$ cat src/rtl/ocp_dual_level.sv
module ocp_dual_level #(
  parameter int W          = 8,
  parameter int SET_CYCLES = 250000,
  parameter int MAX_TH     = 110,
  parameter int CLAMP_LVL  = 120,
  parameter int CONSEC     = 4
) (
  input  logic         clk,
  input  logic         rst_n,
  input  logic         uvlo_ok,
  input  logic [W-1:0] pin_code,
  input  logic [W-1:0] drop_code,
  input  logic         ls_on,
  input  logic         cyc_strobe,
  output logic         oc_set_done,
  output logic [W-1:0] oc_thresh,
  output logic         oc_fault
);
  localparam int CW = $clog2(SET_CYCLES + 1);
  localparam int KW = $clog2(CONSEC + 1);
  localparam logic [W-1:0] MAX_C = W'(MAX_TH);

  logic [CW-1:0] win_cnt;
  logic [KW-1:0] run_cnt;
  logic          seen;

  wire [W:0]     lim2     = {1'b0, oc_thresh} + {2'b00, oc_thresh[W-1:1]};
  wire           hit1     = ls_on && (drop_code > oc_thresh);
  wire           hit2     = ls_on && ({1'b0, drop_code} > lim2);
  wire           win_last = (win_cnt == CW'(SET_CYCLES - 1));
  wire           pin_big  = (pin_code >= W'(CLAMP_LVL));
  wire [W-1:0]   pin_lim  = (pin_code > MAX_C) ? MAX_C : pin_code;
  wire           event1   = seen || hit1;

  always_ff @(posedge clk) begin
    if (!rst_n || !uvlo_ok) begin
      win_cnt     <= '0;
      run_cnt     <= '0;
      seen        <= 1'b0;
      oc_set_done <= 1'b0;
      oc_thresh   <= '0;
      oc_fault    <= 1'b0;
    end else if (!oc_set_done) begin
      if (pin_big) begin
        oc_thresh   <= MAX_C;
        oc_set_done <= 1'b1;
      end else if (win_last) begin
        oc_thresh   <= pin_lim;
        oc_set_done <= 1'b1;
      end else begin
        win_cnt <= win_cnt + 1'b1;
      end
    end else if (!oc_fault) begin
      if (hit2) oc_fault <= 1'b1;
      if (cyc_strobe) begin
        seen <= 1'b0;
        if (event1) begin
          if (run_cnt == KW'(CONSEC - 1)) oc_fault <= 1'b1;
          else run_cnt <= run_cnt + 1'b1;
        end else begin
          run_cnt <= '0;
        end
      end else if (hit1) begin
        seen <= 1'b1;
      end
    end
  end
endmodule

$ cat config.mk
export PLATFORM = sky130hd
export DESIGN_NAME = ocp_dual_level
export DESIGN_NICKNAME = d
export VERILOG_FILES = /design/src/rtl/ocp_dual_level.sv
export SDC_FILE = /design/constraint.sdc
export NUM_CORES = 1
export LEC_CHECK = 0
export BUFFER_PORTS_ARGS = -buffer_cell sky130_fd_sc_hd__buf_2
export CAP_MARGIN = 5
export CORE_UTILIZATION = 40
export CTS_BUF_LIST = sky130_fd_sc_hd__clkbuf_8
export CTS_CLUSTER_SIZE = 16
export DETAILED_ROUTE_END_ITERATION = 12
export GPL_ROUTABILITY_DRIVEN = 0
export MAX_ROUTING_LAYER = met4
export PLACE_DENSITY_LB_ADDON = 0.12
export REMOVE_ABC_BUFFERS = 1
export SETUP_SLACK_MARGIN = 0.15
export SKIP_LAST_GASP = 1
export SLEW_MARGIN = 15
export SYNTH_ARGS = -nofsm -noshare
export SYNTH_HDL_FRONTEND = slang
export SYNTH_SLANG_ARGS = --single-unit
$ cat constraint.sdc
create_clock -name clk -period 2.5 [get_ports clk]
set_input_delay 0.125 -clock clk [delete_from_list [all_inputs] [get_ports clk]]
set_output_delay 0.125 -clock clk [all_outputs]
set_load 0.01 [all_outputs]
==> flow_metrics.env <==
export IMPL_setup_viol_count_final=1
export IMPL_startpoint="oc_thresh[1]$_SDFFE_PP0P_"
export IMPL_hold_viol_final=0
export IMPL_cts_root_buf="clkbuf_8"
export IMPL_met2WireLength_mm=2.26
export IMPL_die_h_microns=75.9
export IMPL_yosysSeqAreaShare_pct=29.3
export IMPL_cp_start_kind="flip-flop"
export IMPL_grt_max_degree=18
export IMPL_fillers=499
export IMPL_synthCells=257
export IMPL_final_cell_mix="buf_2 (30), dfxtp_1 (30), ha_1 (26), nand2_1 (20), buf_4 (18)"
export IMPL_antennaDiodeCount=0
export IMPL_tightestPinTransition_ns=0.569
export IMPL_synthFlopType="dfxtp_1"
export IMPL_status="finished with violations"
export IMPL_dp_cells=366
export IMPL_insertion_delay_ns=0.28
export IMPL_regArea_sq_um=646
export IMPL_min_period_ns=2.61
export IMPL_critPathCapture="oc_fault$_SDFFE_PP0P_"
export IMPL_power_leakage_uw=0.00113
export IMPL_crit_type="flip-flop to flip-flop"
export IMPL_multiInputGateArea_sq_mm=0.00151
export IMPL_clock_skew_ns=0.00486
export IMPL_grt_usage_pct=19.9
export IMPL_cap_violations=0
export IMPL_cts_clk_slew_worst_paths_ns=0.07
export IMPL_synth_cell_types=45
export IMPL_final_util_pct=51.7
export IMPL_power_per_cell_area_mw_per_mm2=421
export IMPL_io_buffer_count=30
export IMPL_cts_tree="yes"
export IMPL_fin_cells=377
export IMPL_finalMaxSlewViolations=0
export IMPL_r2r_cells=13
export IMPL_totalWireLength_mm=5.09
export IMPL_nNetsFinal=355
export IMPL_clockBufferDepth=2
export IMPL_grt_pass1_vias=1809
export IMPL_rsz0062_at_grt="true"
export IMPL_final_setup_worst_slack_ns=-0.108
export IMPL_viasPerCell=5.49
export IMPL_dp_hpwl_mm=3.92
export IMPL_wl_met3_microns=227
export IMPL_top_layer_used="met4"
export IMPL_cts_sinks=32
export IMPL_syn_avg_cell_area_sq_um=8.50
export IMPL_grt_pass1_wl_mm=8.35
export IMPL_crit_arrival_ns=2.77
export IMPL_layout_drive_gt1_share_pct=21.8
export IMPL_netlist_area_sq_mm=0.00218
export IMPL_num_io_pins=31
export IMPL_hold_buffers=0
export IMPL_synthArstFlopShare_pct=0
export IMPL_regToRegStartpoint="oc_thresh[1]$_SDFFE_PP0P_"
export IMPL_holdWs_ns=0.156
export IMPL_vias=2071
export IMPL_start_util_pct=42.2
export IMPL_post_drt_wl_per_cell_microns=13.5
export IMPL_die_x_microns=75.9
export IMPL_crit_path_max_fanout=4
export IMPL_synth_edf_count=0
export IMPL_htree_levels=2
export IMPL_slew_headroom_pct=61.7
export IMPL_clock_fmax_mhz=383
export IMPL_holdCritPathClass="primary input to flip-flop"
export IMPL_drtIter0Drc=113
export IMPL_post_route_drc_count=0
export IMPL_yosysWarnings=0
export IMPL_crit_path_end_kind="flip-flop"
export IMPL_grt_overflow=0
export IMPL_reg2reg_slack_ns=-0.11
export IMPL_peakVddDrop_uv=335
export IMPL_cts_made_buffers=5
export IMPL_timing_final_crit_share_pct=104
export IMPL_reg2reg_to="oc_fault$_SDFFE_PP0P_"
export IMPL_total_power_uw=1130
export IMPL_core_sq_mm=0.00517
export IMPL_violations="setup timing"
export IMPL_design_die_area_sq_mm=0.00576
export IMPL_antenna_found_initial=0
export IMPL_m1WireLength_mm=2.58
export IMPL_dr_pass1_iters=4
export IMPL_required_ns=2.66
export IMPL_synth_seq_cells=32
export IMPL_syn2layout_area_growth_pct=22.4
export IMPL_ant_nets=0
export IMPL_rows=26
## report_power, final
group	total [uW]	internal (uW)	leakage [uW]	switching [uW]
logic	197	89.1	0.000815	108
clock network	401	216	0.0000538	185
registers	528	517	0.000260	10.3
## through the flow
stage / area (sq um) / TNS (ns) / setup slack (ns)
2_1_floorplan: 2160 / -0.131 / -0.131
3_5_place_dp: 2510 / -0.284 / -0.284
6_report: 2670 / -0.108 / -0.108
5_1_grt: 2670 / -0.300 / -0.300
4_1_cts: 2650 / -0.105 / -0.105
3_3_place_gp: 2510 / -0.150 / -0.150
## logic make-up after synthesis
kind of cell	Yosys count	share of synthesized area (%)
simple gates	98	24.9
compound gates	61	18.6
flops	32	29.3
fa+ha+maj	28	16.4
buf+inv	21	3.67
xor+xnor	12	4.81
mux	5	2.29
## timing repair
action                                  CTS  global route
hold endpoints to repair                  0             0
endpoints found under the setup margin    1             1
pin swaps                                 6             2
buffers inserted                          2             1
gates resized for setup                   9             3
## cell usage after synthesis (2+ instances only)
library cell,count,area [sq um]
a211o_1,2,17.5
a21o_1,3,22.5
a21oi_1,18,90.1
a31oi_1,2,12.5
a41oi_1,2,17.5
and2_1,5,31.3
and3_1,4,25.0
and4_1,4,35.0
clkbuf_1,5,18.8
dfxtp_1,32,641
ha_1,27,338
inv_1,15,56.3
mux2i_1,5,50.1
nand2_1,20,75.1
nand2b_1,3,18.8
nand3_1,5,25.0
nand4_1,8,50.1
nor2_1,16,60.1
nor2b_1,2,12.5
nor3_1,7,35.0
nor4_1,4,25.0
nor4b_1,2,17.5
o211a_1,2,20.0
o211ai_1,6,45.0
o21ai_0,13,65.1
o31ai_1,4,30.0
o41ai_1,2,17.5
or3_1,6,37.5
or4_1,7,52.6
xnor2_1,7,61.3
xor2_1,5,43.8
## critical path, stage by stage (launching register included)
cell	delay, ns
dfxtp_4	0.37
ha_4	0.13
inv_1	0.05
fa_2	0.33
nand2b_4	0.15
a21o_1	0.17
a21oi_2	0.16
xor2_1	0.17
ha_1	0.28
a22oi_2	0.19
o211ai_1	0.10
a31oi_1	0.18
a211o_1	0.13
o211ai_1	0.07
## per-layer routing
layer,up-vias,track usage (%)
li1,1067,-
met1,958,27.2
met2,44,29.8
met3,2,4.23
met4,0,4.94
met5,-,-
## worst min path at each step
stage	startpoint	end	slack, ns	cells past startpoint
2_1_floorplan	pin_code[4]	oc_thresh[4]$_SDFFE_PP0P_	0.29	2
3_3_place_gp	pin_code[4]	oc_thresh[4]$_SDFFE_PP0P_	0.45	3
3_5_place_dp	seen$_SDFFE_PP0P_	seen$_SDFFE_PP0P_	0.45	2
4_1_cts	cyc_strobe	oc_fault$_SDFFE_PP0P_	0.15	3
5_1_grt	pin_code[0]	oc_thresh[0]$_SDFFE_PP0P_	0.15	3
6_report	pin_code[0]	oc_thresh[0]$_SDFFE_PP0P_	0.16	3
## layout make-up
| cell class | count | area share, % |
|---|---|---|
| sequential | 32 | 24.2 |
| inverter | 15 | 2.11 |
| clock buffer | 6 | 3.09 |
| timing repair buffer | 48 | 10.7 |
| tap | 70 | 3.28 |
| multi-input combinational | 204 | 56.4 |
| clock inverter | 2 | 0.281 |
## sequential cells by signal, summed over array words and instances, names as in the netlist
signal,cells
win_cnt,18
oc_thresh,8
run_cnt,3
oc_fault,1
oc_set_done,1
seen,1
(Power assumes the default switching activity.)
